File: src/rtl/dcs_pkg.sv
package dcs_pkg;
  localparam int ADDR_W   = 32;
  localparam int QWC_W    = 16;
  localparam int HI_W     = 16;
  localparam int KIND_W   = 3;
  localparam int QW_SHIFT = 4;
  localparam int QW_BYTES = 1 << QW_SHIFT;

  typedef enum logic [KIND_W-1:0] {
    K_REFE = 3'd0,
    K_CNT  = 3'd1,
    K_NEXT = 3'd2,
    K_REF  = 3'd3,
    K_REFS = 3'd4,
    K_CALL = 3'd5,
    K_RET  = 3'd6,
    K_END  = 3'd7
  } kind_e;

  typedef struct packed {
    logic [ADDR_W-1:0] addr;
    logic              irq;
    kind_e             kind;
    logic [QWC_W-1:0]  qwc;
  } tag_t;

  typedef enum logic [2:0] {
    S_IDLE, S_FETCH, S_DECODE, S_XFER, S_ADV
  } seq_state_e;
endpackage

File: src/rtl/dcs_tag_decode.sv
module dcs_tag_decode
  import dcs_pkg::*;
(
  input  logic [ADDR_W-1:0] tag_ptr,
  input  tag_t              tag,
  output logic [ADDR_W-1:0] src_addr,
  output logic [ADDR_W-1:0] next_addr,
  output logic [ADDR_W-1:0] resume_addr,
  output logic              stop,
  output logic              is_call,
  output logic              is_ret,
  output logic              addr_bad
);
  logic [ADDR_W-1:0] body;
  logic              uses_field;

  assign body        = tag_ptr + ADDR_W'(QW_BYTES);
  assign resume_addr = body + (ADDR_W'(tag.qwc) << QW_SHIFT);

  always_comb begin
    src_addr   = body;
    next_addr  = resume_addr;
    stop       = 1'b0;
    is_call    = 1'b0;
    is_ret     = 1'b0;
    uses_field = 1'b0;
    case (tag.kind)
      K_REFE: begin src_addr = tag.addr; stop = 1'b1; uses_field = 1'b1; end
      K_CNT:  begin end
      K_NEXT: begin next_addr = tag.addr; uses_field = 1'b1; end
      K_REF,
      K_REFS: begin src_addr = tag.addr; next_addr = body; uses_field = 1'b1; end
      K_CALL: begin next_addr = tag.addr; is_call = 1'b1; uses_field = 1'b1; end
      K_RET:  begin is_ret = 1'b1; end
      K_END:  begin stop = 1'b1; end
      default: stop = 1'b1;
    endcase
  end

  assign addr_bad = uses_field && (tag.addr[QW_SHIFT-1:0] != '0);
endmodule

File: src/rtl/dcs_addr_stack.sv
module dcs_addr_stack #(
  parameter  int DW    = 32,
  parameter  int DEPTH = 2,
  localparam int PW    = $clog2(DEPTH + 1),
  localparam int IW    = (DEPTH > 1) ? $clog2(DEPTH) : 1
) (
  input  logic          clk,
  input  logic          rst,
  input  logic          clear,
  input  logic          push,
  input  logic          pop,
  input  logic [DW-1:0] push_data,
  output logic [DW-1:0] top_data,
  output logic [PW-1:0] count,
  output logic          full,
  output logic          empty
);
  logic [DW-1:0] store [DEPTH];
  logic [PW-1:0] cnt;
  logic          do_push;
  logic          do_pop;

  assign full    = (cnt == PW'(DEPTH));
  assign empty   = (cnt == '0);
  assign do_push = push && !full && !clear;
  assign do_pop  = pop && !empty && !clear && !push;

  always_ff @(posedge clk) begin
    if (do_push) store[cnt[IW-1:0]] <= push_data;
  end

  always_ff @(posedge clk) begin
    if (rst || clear)  cnt <= '0;
    else if (do_push)  cnt <= cnt + 1'b1;
    else if (do_pop)   cnt <= cnt - 1'b1;
  end

  assign top_data = store[IW'(cnt - 1'b1)];
  assign count    = cnt;
endmodule

File: src/rtl/dma_chain_seq.sv
module dma_chain_seq
  import dcs_pkg::*;
#(
  parameter  int STACK_DEPTH = 2,
  localparam int SPW         = $clog2(STACK_DEPTH + 1)
) (
  input  logic              clk,
  input  logic              rst,
  input  logic              start_set,
  input  logic [ADDR_W-1:0] start_addr,
  input  logic              tie,
  output logic              fetch_req,
  output logic [ADDR_W-1:0] fetch_addr,
  input  logic              fetch_ack,
  input  logic [63:0]       fetch_data,
  output logic              xfer_req,
  output logic [ADDR_W-1:0] xfer_addr,
  output logic [QWC_W-1:0]  xfer_qwc,
  input  logic              xfer_done,
  output logic              running,
  output logic [HI_W-1:0]   tag_hi,
  output logic [SPW-1:0]    stack_ptr,
  output logic              tag_irq,
  output logic              chain_done,
  output logic              chain_err
);
  seq_state_e        state;
  tag_t              tag_q;
  logic [ADDR_W-1:0] tag_ptr;
  logic [ADDR_W-1:0] nxt_q;
  logic              end_q;
  logic              irq_q;
  logic [ADDR_W-1:0] xaddr_q;
  logic [QWC_W-1:0]  xqwc_q;
  logic              run_q;
  logic              done_q;
  logic              irqp_q;
  logic              err_q;
  logic [HI_W-1:0]   hi_q;

  logic [ADDR_W-1:0] d_src, d_next, d_resume;
  logic              d_stop, d_call, d_ret, d_bad;
  logic [ADDR_W-1:0] stk_top;
  logic              stk_full, stk_empty;
  logic              in_decode, tag_ok, accept_start;

  dcs_tag_decode u_dec (
    .tag_ptr     (tag_ptr),
    .tag         (tag_q),
    .src_addr    (d_src),
    .next_addr   (d_next),
    .resume_addr (d_resume),
    .stop        (d_stop),
    .is_call     (d_call),
    .is_ret      (d_ret),
    .addr_bad    (d_bad)
  );

  assign in_decode    = (state == S_DECODE);
  assign tag_ok       = !d_bad && !(d_call && stk_full);
  assign accept_start = (state == S_IDLE) && start_set &&
                        (start_addr[QW_SHIFT-1:0] == '0);

  dcs_addr_stack #(.DW(ADDR_W), .DEPTH(STACK_DEPTH)) u_stk (
    .clk       (clk),
    .rst       (rst),
    .clear     (accept_start),
    .push      (in_decode && tag_ok && d_call),
    .pop       (in_decode && tag_ok && d_ret),
    .push_data (d_resume),
    .top_data  (stk_top),
    .count     (stack_ptr),
    .full      (stk_full),
    .empty     (stk_empty)
  );

  always_ff @(posedge clk) begin
    if (rst) begin
      state   <= S_IDLE;
      tag_q   <= '0;
      tag_ptr <= '0;
      nxt_q   <= '0;
      end_q   <= 1'b0;
      irq_q   <= 1'b0;
      xaddr_q <= '0;
      xqwc_q  <= '0;
      run_q   <= 1'b0;
      done_q  <= 1'b0;
      irqp_q  <= 1'b0;
      err_q   <= 1'b0;
      hi_q    <= '0;
    end else begin
      done_q <= 1'b0;
      irqp_q <= 1'b0;
      case (state)
        S_IDLE: begin
          if (start_set) begin
            if (accept_start) begin
              err_q   <= 1'b0;
              run_q   <= 1'b1;
              tag_ptr <= start_addr;
              state   <= S_FETCH;
            end else begin
              err_q  <= 1'b1;
              done_q <= 1'b1;
            end
          end
        end
        S_FETCH: begin
          if (fetch_ack) begin
            tag_q <= '{addr: fetch_data[63:32], irq: fetch_data[31],
                       kind: kind_e'(fetch_data[30:28]),
                       qwc: fetch_data[QWC_W-1:0]};
            hi_q  <= fetch_data[31:32-HI_W];
            state <= S_DECODE;
          end
        end
        S_DECODE: begin
          if (!tag_ok) begin
            err_q  <= 1'b1;
            run_q  <= 1'b0;
            done_q <= 1'b1;
            state  <= S_IDLE;
          end else begin
            xaddr_q <= d_src;
            xqwc_q  <= tag_q.qwc;
            irq_q   <= tag_q.irq;
            if (d_ret) begin
              end_q <= stk_empty;
              nxt_q <= stk_top;
            end else begin
              end_q <= d_stop;
              nxt_q <= d_next;
            end
            state <= (tag_q.qwc != '0) ? S_XFER : S_ADV;
          end
        end
        S_XFER: begin
          if (xfer_done) state <= S_ADV;
        end
        S_ADV: begin
          if ((irq_q && tie) || end_q) begin
            irqp_q <= irq_q && tie;
            run_q  <= 1'b0;
            done_q <= 1'b1;
            state  <= S_IDLE;
          end else begin
            tag_ptr <= nxt_q;
            state   <= S_FETCH;
          end
        end
        default: state <= S_IDLE;
      endcase
    end
  end

  assign fetch_req  = (state == S_FETCH);
  assign fetch_addr = tag_ptr;
  assign xfer_req   = (state == S_XFER);
  assign xfer_addr  = xaddr_q;
  assign xfer_qwc   = xqwc_q;
  assign running    = run_q;
  assign tag_hi     = hi_q;
  assign tag_irq    = irqp_q;
  assign chain_done = done_q;
  assign chain_err  = err_q;
endmodule

File: config.mk
export PLATFORM = sky130hd
export DESIGN_NAME = dma_chain_seq
export DESIGN_NICKNAME = d
export VERILOG_FILES = /design/src/rtl/dcs_pkg.sv /design/src/rtl/dcs_tag_decode.sv /design/src/rtl/dcs_addr_stack.sv /design/src/rtl/dma_chain_seq.sv
export SDC_FILE = /design/constraint.sdc
export NUM_CORES = 1
export LEC_CHECK = 0
export BUFFER_PORTS_ARGS = -buffer_cell sky130_fd_sc_hd__buf_2
export CAP_MARGIN = 20
export CORE_MARGIN = 1
export CORE_UTILIZATION = 30
export CTS_CLUSTER_SIZE = 14
export DETAILED_ROUTE_END_ITERATION = 8
export GPL_TIMING_DRIVEN = 0
export PLACE_DENSITY = 0.51
export SYNTH_ARGS = -nofsm -noshare
export SYNTH_HDL_FRONTEND = slang
export SYNTH_SLANG_ARGS = --single-unit
export TNS_END_PERCENT = 100
File: constraint.sdc
create_clock -name clk -period 14.6 [get_ports clk]
set_input_delay 2.92 -clock clk [delete_from_list [all_inputs] [get_ports clk]]
set_output_delay 2.92 -clock clk [all_outputs]
set_load 0.02 [all_outputs]
==> results_dict.tcl <==
set metrics [dict create \
    worstMarginPinSlew_ns 1.110 \
    worstSetupPathType "flop to flop" \
    fin_ws_ns 8.557 \
    boundaryPins 206 \
    grt_pass1_wl_um 79490 \
    cpPeakStageDelay_ns 0.84 \
    r2r_cells 13 \
    min_path_cells 2 \
    fin_nets 1886 \
    start_util_pct 30.52 \
    p_leak_nw 5.789 \
    postSynthAreaPerCell_sq_um 8.491 \
    firstDrtPassIters 5 \
    drcViolationCount 0 \
    slowest_stage "clkbuf_1" \
    dp_slack_ns 8.262 \
    setup_viol 0 \
    post_cts_resized 0 \
    syn_nets 1635 \
    wl_met1_um 23500 \
    postCtsSetupBuffers 0 \
    hold_class "flop to flop" \
    synth_area_leaders "dfxtp_1 29%, edfxtp_1 15%, nand2_1 7.6%" \
    synth_edf_count 64 \
    rows 75 \
    die_w_um 208.8 \
    combPwrFrac_pct 6.7 \
    relSlewSlack_pct 25.70 \
    powerDensity_nw_per_um2 103.0 \
    intPower_mw 1.221 \
    crit_family "buffers and inverters" \
    max_freq_ghz 0.1655 \
    routed-wl-met3_um 3740 \
    finish.instance_area_sq_um 15710 \
    routed_wirelength_um 54950 \
    tns_ns 0 \
    ant_nets 0 \
    tritoncts "built" \
    grt_antenna_before_repair 0 \
    rsz0062_at_grt "false" \
    holdBufCountCts 0 \
    ys_seq_elements 251 \
    track_usage_pct 24.67 \
    postPlaceCellArea_sq_um 14650 \
    period_share_pct 41.39 \
    synth_top_area_share_pct 29.18 \
    worstPathMaxFanout 10 \
    swShare_pct 24.51 \
    htreeDepth 1 \
    peakVddDrop_mv 0.07307 \
    die_y_um 208.8 \
    route.met2.wl_um 25390 \
    cp-end-kind "flop" \
    clk_pin_slew_ns 0.06 \
    num_vias 12751 \
    syn_area_sq_um 12830 \
    dp_hpwl_um 41390 \
    instances_no_fill 2325 \
    yosysTopAreaCell "dfxtp_1" \
    grt_pass1_vias 12342 \
    ys_seq_area_share_pct 44.16 \
    wire_per_inst_um 23.63 \
    drive_gt1_share_pct 17.19 \
    clkPwrFrac_pct 48.4 \
    drv_cap 0 \
    root_buffer "clkbuf_16" \
    yosys_warnings 0 \
    cp.depth 13 \
    cp_common_cell "clkbuf_1" \
    synthArstFlopShare_pct 0 \
    area_delta_synth_final_pct 22.41 \
    grt_overflow 0 \
    start_kind "flop" \
    num_antenna_cells 0 \
    fillers 4390 \
    period_needed_ns 6.043 \
    worstPathArrival_ns 6.55 \
    io_buffer_count 205 \
    final-hold-violation-count 0 \
    crit_buf_inv 6 \
    viasPerCell 5.484 \
    die_area_sq_um 43600 \
    status "complete, no violations" \
    seqPwrFrac_pct 45.0 \
    holdWs_ns 0.4494 \
    synth_cell_types 63 \
    clk_path_buf_depth 3 \
    ys.flop_type "dfxtp_1" \
    power_switching_mw 0.3964 \
    clock_latency_ns 0.58 \
    core_area_sq_um 42040 \
    grt_max_degree 15 \
    cts_num_sinks 251 \
    worstPathRequired_ns 15.11 \
    synth_cells 1511 \
    place.gp.congestion 0.9277 \
    top_layer_used "met4" \
    clock_skew_ns 0.02303 \
    numCtsBuffers 30 \
    worstPathCellList "clkbuf_1 -> clkbuf_1 -> buf_1 -> inv_1 -> ha_1 -> nand2_1 -> o21ai_0 -> o211ai_1 -> and3_1 -> clkbuf_1 -> clkbuf_1 -> o211ai_1 -> a21oi_1" \
    placedCellCount 2268 \
    finalMaxSlewViolations 0 \
    drt_iter0_drc 1110 \
]
-- worst paths after layout --
check,from,end,slack (ns)
min reg2reg,tag_hi[9],tag_hi[9],0.45
max,u_stk.count[0],xfer_addr[31],8.56
min,tag_hi[9],tag_hi[9],0.45
max reg2reg,u_stk.count[0],xfer_addr[31],8.56
-- through the flow --
step	power, mW	utilization [%]
2_1_floorplan	0.7957	-
3_3_place_gp	0.8470	34.56
3_5_place_dp	0.8485	34.85
4_1_cts	1.630	37.34
5_1_grt	1.666	37.36
6_report	1.617	37.36
-- flip-flops by register name (all words and copies together), names as in the netlist, 3 cells and up --
register and flops:
fetch_addr 32, state 3, tag_hi 14, nxt_q 32, xfer_qwc 16, tag_q 50, xfer_addr 32, u_stk.store 64
-- final cells by class --
type                            count  area, sq um  share of cell area (%)
Clock buffer                       45        952.2                   6.063
Timing Repair Buffer              219         1144                   7.282
Inverter                           30        112.6                  0.7170
Multi-Input combinational cell   1112         6586                   41.94
Clock inverter                     11        92.59                  0.5895
Buffer                            118        478.0                   3.043
Sequential cell                   251         5665                   36.07
Tap cell                          539        674.4                   4.294
-- worst min-delay path, stage by stage (launching register included) --
cell,delay (ns)
dfxtp_1,0.30
nand2_1,0.05
a21oi_1,0.05
-- synthesized netlist by cell type (21+ instances only) --
master and number:
ha_1 21, o22ai_1 31, clkbuf_1 97, xnor2_1 23, edfxtp_1 64, mux2i_1 72, nor2_1 138, nand3_1 21
nand2_1 261, o211ai_1 23, a21oi_1 177, a211oi_1 58, xor2_1 22, dfxtp_1 187, inv_1 29, o21ai_0 55
-- power groups by stage --
stage	logic, mW	clock network (mW)	registers [mW]
after floorplan	0.0535	0	0.742
after detailed placement	0.106	0	0.742
after global routing	0.116	0.822	0.728
after CTS	0.107	0.796	0.727
after global placement	0.105	0	0.742
final	0.108	0.783	0.727
-- cell families after synthesis --
kind of cell | count (synthesis) | share of synthesized area [%]
multiplexers | 81 | 6.407
AO/OA/AOI/OAI | 444 | 21.73
flip-flops | 251 | 44.16
AND/OR/NAND/NOR | 520 | 17.83
adder cells (fa/ha/maj) | 22 | 2.204
buffers and inverters | 148 | 4.603
XOR/XNOR | 45 | 3.072
-- layout by cell type (no fill, tap or decap), types with 22 or more instances in the layout --
cell type / instances
inv_1: 29
nor2_1: 138
a211oi_1: 58
o22ai_1: 31
mux2i_1: 72
a21oi_1: 177
o211ai_1: 23
o21ai_0: 55
xor2_1: 22
nand2_1: 261
dfxtp_1: 187
edfxtp_1: 64
clkbuf_16: 34
xnor2_1: 23
buf_2: 207
clkbuf_1: 102
-- routing by layer --
metal | up-vias | track usage [%]
met1 | 6126 | 32.05
met5 | - | 0
met4 | 0 | 10.37
li1 | 5960 | -
met3 | 117 | 3.953
met2 | 548 | 40.56
Power figures use the tool's default switching activity.
